File: src/rtl/prio_intc_pkg.sv
package prio_intc_pkg;
  localparam int LEVELS = 4;
  localparam int RANK_W = 2;

  typedef struct packed {
    logic take;    // accepted acknowledge this cycle
    logic retire;  // drop highest in-service level
  } ctrlStrobe_t;
endpackage

File: src/rtl/intc_datapath.sv
module intc_datapath
  import prio_intc_pkg::*;
#(
  parameter int NUM_SRC     = 8,
  parameter int NUM_EXT     = 2,
  parameter int SYNC_STAGES = 2,
  localparam int IDX_W      = $clog2(NUM_SRC)
) (
  input  logic                      clk,
  input  logic                      rstN,
  input  logic [NUM_EXT-1:0]        extPinN,
  input  logic [NUM_EXT-1:0]        trigEdge,
  input  logic [NUM_SRC-NUM_EXT-1:0] intReq,
  input  logic [NUM_SRC-1:0]        srcEn,
  input  logic                      globalEn,
  input  logic [NUM_SRC-1:0]        prioHi,
  input  logic [NUM_SRC-1:0]        prioLo,
  input  ctrlStrobe_t               strobe,
  output logic                      anyPend,
  output logic [IDX_W-1:0]          winIdx,
  output logic [RANK_W-1:0]         winRank
);
  logic [SYNC_STAGES-1:0][NUM_EXT-1:0] syncStage;
  logic [NUM_EXT-1:0] pinSync, prevSample, fallDet, edgeFlag;
  logic [NUM_SRC-1:0] pending, eligible;

  always_ff @(posedge clk or negedge rstN) begin
    if (!rstN) begin
      syncStage  <= '1;
      prevSample <= '1;
    end else begin
      syncStage  <= {syncStage[SYNC_STAGES-2:0], extPinN};
      prevSample <= pinSync;
    end
  end

  assign pinSync = syncStage[SYNC_STAGES-1];
  assign fallDet = prevSample & ~pinSync;

  for (genvar k = 0; k < NUM_EXT; k++) begin : g_ext
    always_ff @(posedge clk or negedge rstN) begin
      if (!rstN)                                   edgeFlag[k] <= 1'b0;
      else if (!trigEdge[k])                       edgeFlag[k] <= 1'b0;
      else if (fallDet[k])                         edgeFlag[k] <= 1'b1;
      else if (strobe.take && winIdx == IDX_W'(k)) edgeFlag[k] <= 1'b0;
    end
    assign pending[k] = trigEdge[k] ? edgeFlag[k] : ~pinSync[k];
  end

  assign pending[NUM_SRC-1:NUM_EXT] = intReq;
  assign eligible = pending & srcEn & {NUM_SRC{globalEn}};

  // highest rank wins; strict compare in ascending order keeps lowest index on ties
  always_comb begin
    anyPend = 1'b0;
    winIdx  = '0;
    winRank = '0;
    for (int i = 0; i < NUM_SRC; i++) begin
      if (eligible[i] && (!anyPend || {prioHi[i], prioLo[i]} > winRank)) begin
        anyPend = 1'b1;
        winIdx  = IDX_W'(i);
        winRank = {prioHi[i], prioLo[i]};
      end
    end
  end
endmodule

File: src/rtl/intc_control.sv
module intc_control
  import prio_intc_pkg::*;
(
  input  logic              clk,
  input  logic              rstN,
  input  logic              anyPend,
  input  logic [RANK_W-1:0] winRank,
  input  logic              ack,
  input  logic              reti,
  output logic              irqValid,
  output logic [LEVELS-1:0] inSvc,
  output ctrlStrobe_t       strobe
);
  logic              blocked;
  logic [LEVELS-1:0] topBit, setBit;

  always_comb begin
    blocked = 1'b0;
    topBit  = '0;
    for (int r = 0; r < LEVELS; r++) begin
      if (inSvc[r] && r >= int'(winRank)) blocked = 1'b1;
      if (inSvc[r]) topBit = LEVELS'(1) << r;
    end
  end

  assign irqValid      = anyPend && !blocked;
  assign strobe.take   = ack && irqValid;
  assign strobe.retire = reti;
  assign setBit        = LEVELS'(1) << winRank;

  always_ff @(posedge clk or negedge rstN) begin
    if (!rstN) inSvc <= '0;
    else inSvc <= (inSvc & ~(strobe.retire ? topBit : '0))
                | (strobe.take ? setBit : '0);
  end
endmodule

File: src/rtl/prio_intc.sv
module prio_intc
  import prio_intc_pkg::*;
#(
  parameter int NUM_SRC     = 8,
  parameter int NUM_EXT     = 2,
  parameter int SYNC_STAGES = 2,
  localparam int IDX_W      = $clog2(NUM_SRC)
) (
  input  logic                       clk,
  input  logic                       rstN,
  input  logic [NUM_EXT-1:0]         extPinN,
  input  logic [NUM_EXT-1:0]         trigEdge,
  input  logic [NUM_SRC-NUM_EXT-1:0] intReq,
  input  logic [NUM_SRC-1:0]         srcEn,
  input  logic                       globalEn,
  input  logic [NUM_SRC-1:0]         prioHi,
  input  logic [NUM_SRC-1:0]         prioLo,
  input  logic                       ack,
  input  logic                       reti,
  output logic                       irqValid,
  output logic [IDX_W-1:0]           irqIdx
);
  ctrlStrobe_t       strobe;
  logic              anyPend;
  logic [RANK_W-1:0] winRank;
  logic [LEVELS-1:0] inSvc;

  intc_datapath #(
    .NUM_SRC(NUM_SRC), .NUM_EXT(NUM_EXT), .SYNC_STAGES(SYNC_STAGES)
  ) u_dp (
    .clk(clk), .rstN(rstN), .extPinN(extPinN), .trigEdge(trigEdge),
    .intReq(intReq), .srcEn(srcEn), .globalEn(globalEn),
    .prioHi(prioHi), .prioLo(prioLo), .strobe(strobe),
    .anyPend(anyPend), .winIdx(irqIdx), .winRank(winRank)
  );

  intc_control u_ctrl (
    .clk(clk), .rstN(rstN), .anyPend(anyPend), .winRank(winRank),
    .ack(ack), .reti(reti), .irqValid(irqValid), .inSvc(inSvc),
    .strobe(strobe)
  );
endmodule

File: config.mk
export PLATFORM = sky130hd
export DESIGN_NAME = prio_intc
export DESIGN_NICKNAME = d
export VERILOG_FILES = /design/src/rtl/prio_intc_pkg.sv /design/src/rtl/intc_datapath.sv /design/src/rtl/intc_control.sv /design/src/rtl/prio_intc.sv
export SDC_FILE = /design/constraint.sdc
export NUM_CORES = 1
export LEC_CHECK = 0
export BUFFER_PORTS_ARGS = -buffer_cell sky130_fd_sc_hd__buf_2
export CAP_MARGIN = 20
export CELL_PAD_IN_SITES_DETAIL_PLACEMENT = 1
export CELL_PAD_IN_SITES_GLOBAL_PLACEMENT = 1
export CORE_ASPECT_RATIO = 0.5
export CORE_MARGIN = 2
export CORE_UTILIZATION = 40
export DETAILED_ROUTE_END_ITERATION = 8
export GPL_TIMING_DRIVEN = 0
export HOLD_SLACK_MARGIN = 0.1
export PLACE_DENSITY = 0.91
export SLEW_MARGIN = 10
export SYNTH_ARGS = -nofsm -noshare
export SYNTH_HDL_FRONTEND = slang
export SYNTH_SLANG_ARGS = --single-unit
File: constraint.sdc
create_clock -name clk -period 32.3 [get_ports clk]
set_input_delay 3.23 -clock clk [delete_from_list [all_inputs] [get_ports clk]]
set_output_delay 3.23 -clock clk [all_outputs]
set_load 0.02 [all_outputs]
==> metrics.txt, run 1 <==
status=finished, final reports clean; residual DRC count=0; most frequent cells in the layout=buf_2, nand2_1, o21ai_0; hold buffers post-CTS=0; Vias=1600; I/O pin total=43; Resized cells post-CTS=0; Clk Latency, worst-skew pair=230 ps; Mapped Area=1450 µm²; Port-buffer cells=between 40 and 50; Core ar.=~3500 µm²; fraction of layout cells with a size suffix above 1=a little over a third; wire per inst=15.2 µm; NumNets Final=279; asr flop ratio synth=100%; RSZ-0062 raised after global routing=no; Tcrit/Tclk final=53.5%; initial antenna violation count=0; Top FF cell, synth=dfstp_2; Worst Path Arrival=14040 ps; Routed Wire Length=4210 µm; most common cell after layout, fill and taps aside=buf_2; Power Dens Cells=36.5 nW/µm²; DRT Pass-1 Iters=4; Initial Util=about two fifths; yosys synthesis warning count=0; Netlist cell types=53; total power=0.0648 mW; Setup Fix Bufs, Post-CTS=0; total grt overflow=0; post-route ant nets=0; gr usage total=20.3%; Synth Register Bits=12; worst path required time=between 20000 and 30000 ps; skew final=1.02 ps; Clock Sinks=12; CTS tree=yes; Iter 0 DRT Violations=60; Slew Viols, Final=0; Final min period=17270 ps; ant diodes=0; endpoints failing setup=0; RD Place Congestion=0.883; H-tree levels=1; CTS Buf Count=3; Die Y=46.5 µm; r2r startpoint=u_dp.pinSync[0]; R2R setup slack=21300 ps; Synth Net Count=232; CP peak stage delay=540 ps; pre-CTS worst setup slack=15140 ps; Hold Path End=u_dp.pinSync[1]; max-cap viol count=0; die area=4140 µm²; post-DP HPWL=3570 µm; Hold Path Depth=0; Worst Max-Slew Pin Slew=907 ps; worst hold start=u_dp.syncStage[1]; worst setup path class=input port to primary output; EDFF count, synth=0; cells after synthesis=180; total negative slack=0 ps; Area Growth Syn to Fin=22.8%; Seq/Total Area, Yosys=between 20% and 30%; largest net degree at the start of global routing=13; Clock Tree Buf Depth=2; reg2reg end=u_dp.edgeFlag[1]; slew margin rel.=about 39%; CP max stage cell=or3_2; setup ws final=~15000 ps; Hold Fails Final Rpt=0; Die X=89.0 µm; Crit Path Max Fanout=10; syn_area_per_cell=8.04 µm²; crit start category=input port; vias in the first global route=1525; final core utilization=51.4%; worst r2r path cells=53; Worst Hold Class=register to register; clk slew on worst S/H paths=50 ps; static leakage=between 0.8 and 0.9 nW; fmax=slightly below 60 MHz; Critical Path End Type=primary output; first-pass GRT wire length=roughly 6500 µm; row count=15; post-DR vias/cell=5.78; CTS Root Cell=clkbuf_8; worst vdd ir=30.6 µV
## worst max-delay path by stage
stage                           start       end  depth (start not counted)
after floorplan           trigEdge[0]  irqValid                         53
after global placement    trigEdge[0]  irqValid                         55
after detailed placement  trigEdge[0]  irqValid                         55
after CTS                 trigEdge[0]  irqValid                         55
after global routing      trigEdge[0]  irqValid                         55
final                     trigEdge[0]  irqValid                         55
## stage by stage
stage	cells	hold WS, ps	cell area (µm²)
after floorplan	180	345	1450
after global placement	273	346	1720
after detailed placement	273	347	1720
after CTS	277	355	1780
after global routing	277	361	1780
final	277	353	1780
## report_power, final
group          internal (mW)  switching (mW)  total [mW]
Combinational         0.0134          0.0177      0.0311
Sequential            0.0172         0.00110      0.0183
Clock                 0.0107         0.00474      0.0154
## cells by family after synthesis
kind of cell / Yosys count / share of synthesized area, %
buf+inv: 15 / 4.50
compound gates: 69 / 36.3
flops: 12 / 21.3
fa+ha+maj: 13 / 11.2
simple gates: 71 / 26.6
## sequential cells by signal, summed over array words and instances, names as in the netlist
name and count:
u_dp.syncStage 2, u_dp.edgeFlag 2, u_dp.pinSync 2, u_dp.prevSample 2, u_ctrl.inSvc 4
## critical path, delay by kind of cell
family | cells | cell delay [ps]
AND/OR/NAND/NOR | 19 | 3640
adder cells (fa/ha/maj) | 7 | 1920
buffers and inverters | 4 | 550
AO/OA/AOI/OAI | 25 | 4670
## Yosys cell counts (all sizes together), types with 3 or more instances
| master | count | share of area [%] |
|---|---|---|
| and2 | 7 | 3.5 |
| ha | 13 | 11 |
| a41oi | 3 | 1.8 |
| o211ai | 3 | 1.6 |
| dfrtp | 6 | 10 |
| o21ai | 16 | 5.5 |
| nor2b | 8 | 3.5 |
| nand2 | 23 | 6.0 |
| a31oi | 3 | 1.7 |
| and3 | 8 | 3.6 |
| dfstp | 6 | 11 |
| a31o | 5 | 3.0 |
| inv | 11 | 2.9 |
| a21oi | 16 | 7.1 |
| nand3 | 3 | 1.0 |
| nor2 | 10 | 2.6 |
| or2 | 3 | 1.3 |
## routing by layer
metal,wire length [µm],global-route usage [%]
met3,148,1.43
met5,0,0
met2,2130,38.1
met1,1920,25.8
met4,19,5.67
## area by class of cell
cell class / count / area (µm²)
buffer: 4 / 23.8
clock buffer: 4 / 55.1
fill: 473 / 1680
inverter: 11 / 41.3
multi-input combinational: 153 / 1070
sequential: 12 / 308
tap: 51 / 63.8
timing repair buffer: 42 / 210
(Power assumes the default switching activity.)
==> inputs of run 2 (changes only) <==
Settings changed: CORE_UTILIZATION 40 to 37, PLACE_DENSITY 0.91 to 0.85.
Clock period 32.3 ns to 17.5 ns, I/O delays scaled along.
==> run 2 against run 1 <==
Clock skew hardly changed. First-iteration DRC count fell by 1.7%. Cell count is the same. Sequential share of layout area stayed put. Sequential power rose by 86%. Power is 85% higher. Die area up 7.6%. Clock-buffer cell count did not move. Wire length grew 0.90%. Sequential cell count did not move. Via count fell by 2.7%. Design area stayed put. Critical endpoint unchanged.
==> metrics.txt, run 2 (synthesis gave the netlist of run 1 again) <==
Core ar.=3580 µm² (+3.8%); NumNets Final=279 (unchanged); die area=4460 µm² (+7.6%); endpoints failing setup=0 (unchanged); WHS=353 ps (-0.204 ps); fraction of layout cells with a size suffix above 1=35.0% (unchanged); first-pass GRT wire length=7090 µm (+9.5%); Clock Sinks=12 (unchanged); Clk Latency, worst-skew pair=230 ps (about the same); CP peak stage delay=540 ps (about the same); Power Dens Cells=67.4 nW/µm² (+85%); Largest register FFs=4 (unchanged); Worst Hold Class=register to register; Critical Path End Type=primary output; Die X=92.4 µm (+3.8%); CTS Root Cell=clkbuf_8; most frequent cells in the layout=buf_2, nand2_1, o21ai_0; status=finished, final reports clean; post-route ant nets=0 (unchanged); crit start category=input port; register bank with the most flops=u_ctrl.inSvc; Setup Fix Bufs, Post-CTS=0 (unchanged); fmax=70.5 MHz; Worst Max-Slew Pin Slew=962 ps (+55.5 ps); Slew Viols, Final=0 (unchanged); Die Y=48.2 µm (+3.6%); clk slew on worst S/H paths=50 ps (about the same); placed insts=273 (unchanged); Tcrit/Tclk final=about four fifths; Clock Tree Buf Depth=2 (unchanged); Multi-input gate area=1070 µm² (unchanged); Routed Wire Length=4250 µm (+0.90%); post-DP HPWL=3540 µm (-0.83%); post-DR vias/cell=5.62 (-2.7%); worst vdd ir=46.4 µV (+52%); skew final=0.614 ps (-0.405 ps); ant diodes=0 (unchanged); Worst Path Arrival=12430 ps (-1610 ps); CTS Buf Count=3 (unchanged); total grt overflow=0 (unchanged); CTS tree=yes; hold buffers post-CTS=0 (unchanged); Port-buffer cells=42 (unchanged); RSZ-0062 raised after global routing=no; I/O pin total=43 (unchanged); Reg area=308 µm² (unchanged); Final Non-Filler Cells=277 (unchanged); H-tree levels=1 (unchanged); initial antenna violation count=0 (unchanged); Crit Path Max Fanout=10 (unchanged); setup ws final=3320 ps (-11710 ps); largest net degree at the start of global routing=13 (unchanged); total power=0.120 mW (+85%); Iter 0 DRT Violations=59 (-1.7%); worst path required time=15750 ps (-13320 ps); static leakage=0.845 nW (unchanged); DRT Pass-1 Iters=4 (unchanged); Initial Util=40.3% (-1.5 points); slew margin rel.=35.5% (-3.7 points); max-cap viol count=0 (unchanged); residual DRC count=0 (unchanged); Area Growth Syn to Fin=22.8% (unchanged); Final min period=about 14000 ps; Vias=1557 (-2.7%); row count=15 (unchanged); gr usage total=20.2% (-0.099 points); Hold Fails Final Rpt=0 (unchanged); filler instances=465 (-1.7%); total negative slack=0 ps (unchanged); Resized cells post-CTS=0 (unchanged); most common cell after layout, fill and taps aside=buf_2; CP max stage cell=or3_2; RD Place Congestion=0.857 (-2.9%); pre-CTS worst setup slack=3430 ps (-11710 ps); vias in the first global route=1542 (+1.1%); wire per inst=15.4 µm (+0.90%); worst setup path class=input port to primary output
run 2: cell counts in the layout (fill, tap and decap cells not counted):
Identical to the previous run, type by type.
run 2: where the power goes:
group | internal (mW) | switching, mW | total, mW
Combinational | 0.0245 | 0.0325 | 0.0569
Sequential | 0.0317 | 0.00228 | 0.0340
Clock | 0.0198 | 0.00892 | 0.0287
run 2: critical path: cells and delay by family:
kind            cells  cell delay [ps]
compound gates     25             4710
simple gates       19             3510
fa+ha+maj           7             1870
buf+inv             4              640
run 2: area by class of cell:
cell class / instances / share of cell area (%)
clock buffer: 4 / 3.10
tap: 51 / 3.59
inverter: 11 / 2.33
multi-input combinational: 153 / 60.5
timing repair buffer: 42 / 11.8
sequential: 12 / 17.3
buffer: 4 / 1.34
run 2: metal layers:
layer  track usage (%)  vias to the layer above  part of all wire, %
li1                  -                      774                    -
met1              27.2                      746                   48
met2              37.4                       35                   47
met3              1.08                        2                  4.7
met4              5.37                        0                 0.21
met5                 0                        -                    0
run 2: worst paths after layout:
path,from,end,slack [ps],cells after the start
setup reg to reg,u_dp.pinSync[0],u_dp.edgeFlag[0],6630,53
min in group asynchronous,rstN,u_ctrl.inSvc[0],1380,1
setup / recovery,trigEdge[0],irqValid,3320,55
hold / removal,u_dp.syncStage[1],u_dp.pinSync[1],350,0
hold reg to reg,u_dp.syncStage[1],u_dp.pinSync[1],350,0
max in group asynchronous,rstN,u_dp.pinSync[0],15850,1
run 2: per-stage QoR:
stage,util (%),cell area (µm²)
5_1_grt,49.5,1780
3_3_place_gp,48.0,1720
4_1_cts,49.5,1780
3_5_place_dp,48.0,1720
6_report,49.5,1780
2_1_floorplan,-,1450
==> inputs of run 3 (changes only) <==
Settings changed: ABC_AREA set to 1, CORE_UTILIZATION 37 to 32, PLACE_DENSITY 0.85 to 0.81.
Clock period 17.5 ns to 12.9 ns, I/O delays scaled along.
==> run 3 against run 2 <==
Clock skew is 2.3 ps higher. Design area is 1.5% lower. Synthesized cell count up 11%. Worst setup slack lost 1600 ps. Area after synthesis fell by 2.3%. Wire length shrank 18%. Sequential cell count did not move. Critical endpoint unchanged. Largest cell class unchanged.
==> metrics.txt, run 3 <==
status=finished, final reports clean; Slew Viols, Final=0 (unchanged); yosys synthesis warning count=0 (unchanged); Synth area leader=ha_1; Mapped Area=1410 µm² (-2.3%); Worst Hold Class=register to register; cell family with most CP delay=simple AND/OR/NAND/NOR gates; total grt overflow=0 (unchanged); Routed Wire Length=3490 µm (-18%); first-pass GRT wire length=6010 µm (-15%); Initial Util=32.7% (-7.6 points); Post-synth top cells=nand2_1, inv_1, nand2_2, ha_1, nand3_1; total negative slack=0 ps (unchanged); fmax=89.3 MHz; Synth Register Bits=12 (unchanged); Worst Max-Slew Pin Slew=390 ps (-572 ps); CP bufs+invs=15 (+11); EDFF count, synth=0 (unchanged); share of the synthesized area in the top cell type=11.5% (+0.27 points); CTS tree=yes; final core utilization=40.5% (-9.0 points); gr usage total=14.5% (-5.7 points); RD Place Congestion=0.781 (-8.8%); endpoints failing setup=0 (unchanged); residual DRC count=0 (unchanged); NumNets Final=298 (+6.8%); wire per inst=11.6 µm (-25%); worst setup path class=input port to primary output; H-tree levels=1 (unchanged); worst vdd ir=39.0 µV (-16%); cells after synthesis=199 (+11%); RSZ-0062 raised after global routing=no; CP most frequent cell=inv_1; CP max stage cell=or2_2; row count=17 (+2); Iter 0 DRT Violations=22 (-63%); Clock Tree Buf Depth=2 (unchanged); pre-CTS worst setup slack=1680 ps (-1750 ps); Clock Sinks=12 (unchanged); post-route ant nets=0 (unchanged); vias in the first global route=1424 (-7.7%); Top FF cell, synth=dfstp_2; Setup crit start=globalEn; Vias=1409 (-9.5%); Synth Net Count=251 (+8.2%); worst r2r path cells=68 (+28%); Core ar.=4320 µm² (+20%); Resized cells post-CTS=0 (unchanged); skew final=2.89 ps (+2.28 ps); r2r startpoint=u_dp.pinSync[0]; hold buffers post-CTS=0 (unchanged); I/O pin total=43 (unchanged); CP peak stage delay=350 ps (-190 ps); Setup Fix Bufs, Post-CTS=0 (unchanged); Power Dens Cells=88.4 nW/µm² (+31%); Tcrit/Tclk final=86.8%; Worst path depth=66 (+20%); DRT Pass-1 Iters=4 (unchanged); R2R setup slack=4050 ps (-2580 ps); Final min period=11190 ps; Crit Path Max Fanout=8 (-2); Die X=98.0 µm (+6.0%); Port-buffer cells=42 (unchanged); Worst Path Arrival=9900 ps (-2530 ps); clk slew on worst S/H paths=50 ps (about the same); slew margin rel.=73.7% (+38 points); most frequent cells in the layout=buf_2, nand2_1, inv_1; Area Growth Syn to Fin=23.8%; max-cap viol count=0 (unchanged); crit path to=irqValid; Netlist cell types=33 (-38%); syn_area_per_cell=7.10 µm² (-12%); largest net degree at the start of global routing=13 (unchanged); Hold Fails Final Rpt=0 (unchanged); die area=4990 µm² (+12%); ant diodes=0 (unchanged); Die Y=51.0 µm (+5.7%); CTS Root Cell=clkbuf_8; CTS Buf Count=3 (unchanged); static leakage=1.03 nW (+22%); post-DP HPWL=3140 µm (-11%); main area contributors after synthesis=ha_1, dfstp_2, dfrtp_1; post-DR vias/cell=4.67 (-17%); Largest register FFs=4 (unchanged); worst hold start=u_dp.syncStage[1]; Clk Latency, worst-skew pair=240 ps (about the same); setup ws final=1710 ps (-1620 ps); most common cell after layout, fill and taps aside=buf_2; fraction of layout cells with a size suffix above 1=38.8% (+3.8 points); initial antenna violation count=0 (unchanged); asr flop ratio synth=100% (unchanged); register bank with the most flops=u_ctrl.inSvc; Seq/Total Area, Yosys=21.8% (+0.51 points); worst path required time=11610 ps (-4140 ps); Hold Path Depth=0 (unchanged); Critical Path End Type=primary output; cell with the most instances after synthesis=nand2_1; reg2reg end=u_dp.edgeFlag[1]; crit start category=input port
[run 3: stage by stage]
step	hold WS [ps]	instances	area (µm²)	power, mW
floorplan	345	199	1410	0.0947
global placement	346	298	1690	0.112
detailed placement	350	298	1690	0.116
CTS	358	302	1750	0.157
global route	359	302	1750	0.169
finish	357	302	1750	0.155
[run 3: power breakdown]
group,switching [mW],internal [mW],total (mW)
combinational,0.0419,0.0268,0.0686
clock,0.0132,0.0269,0.0401
sequential,0.00307,0.0429,0.0460
[run 3: how the worst min path moves through the flow]
| stage | end | slack (ps) |
|---|---|---|
| 6_report | u_dp.pinSync[1] | 360 |
| 5_1_grt | u_dp.pinSync[1] | 360 |
| 4_1_cts | u_dp.pinSync[1] | 360 |
| 3_5_place_dp | u_dp.pinSync[1] | 350 |
| 3_3_place_gp | u_dp.pinSync[0] | 350 |
| 2_1_floorplan | u_dp.pinSync[0] | 350 |
[run 3: logic make-up after synthesis]
logic type               share of synthesized area [%]
buffers and inverters                             10.1
AO/OA/AOI/OAI                                     10.9
AND/OR/NAND/NOR                                   45.7
adder cells (fa/ha/maj)                           11.5
flip-flops                                        21.8
[run 3: area by class of cell]
class | count | area [µm²]
fillers | 574 | 2570
multi-input cells | 149 | 962
flip-flops and latches | 12 | 308
repair buffers | 42 | 210
inverters | 38 | 143
well taps | 57 | 71.3
clock buffers | 4 | 55.1
[run 3: worst register-to-register path: cells and delay by family, from the launching register on]
| family | cells | cell delay, ps |
|---|---|---|
| buffers and inverters | 14 | 1010 |
| DFF | 1 | 370 |
| and+or+nand+nor | 36 | 3550 |
| adders and majority gates | 7 | 1990 |
| AOI/OAI and AO/OA | 11 | 1840 |
[run 3: routing by layer]
metal / routed length (µm) / GRT usage, %
met1: 1590 / 18.3
met2: 1850 / 28.0
met3: 48 / 1.92
met4: 0 / 1.39
met5: 0 / 0
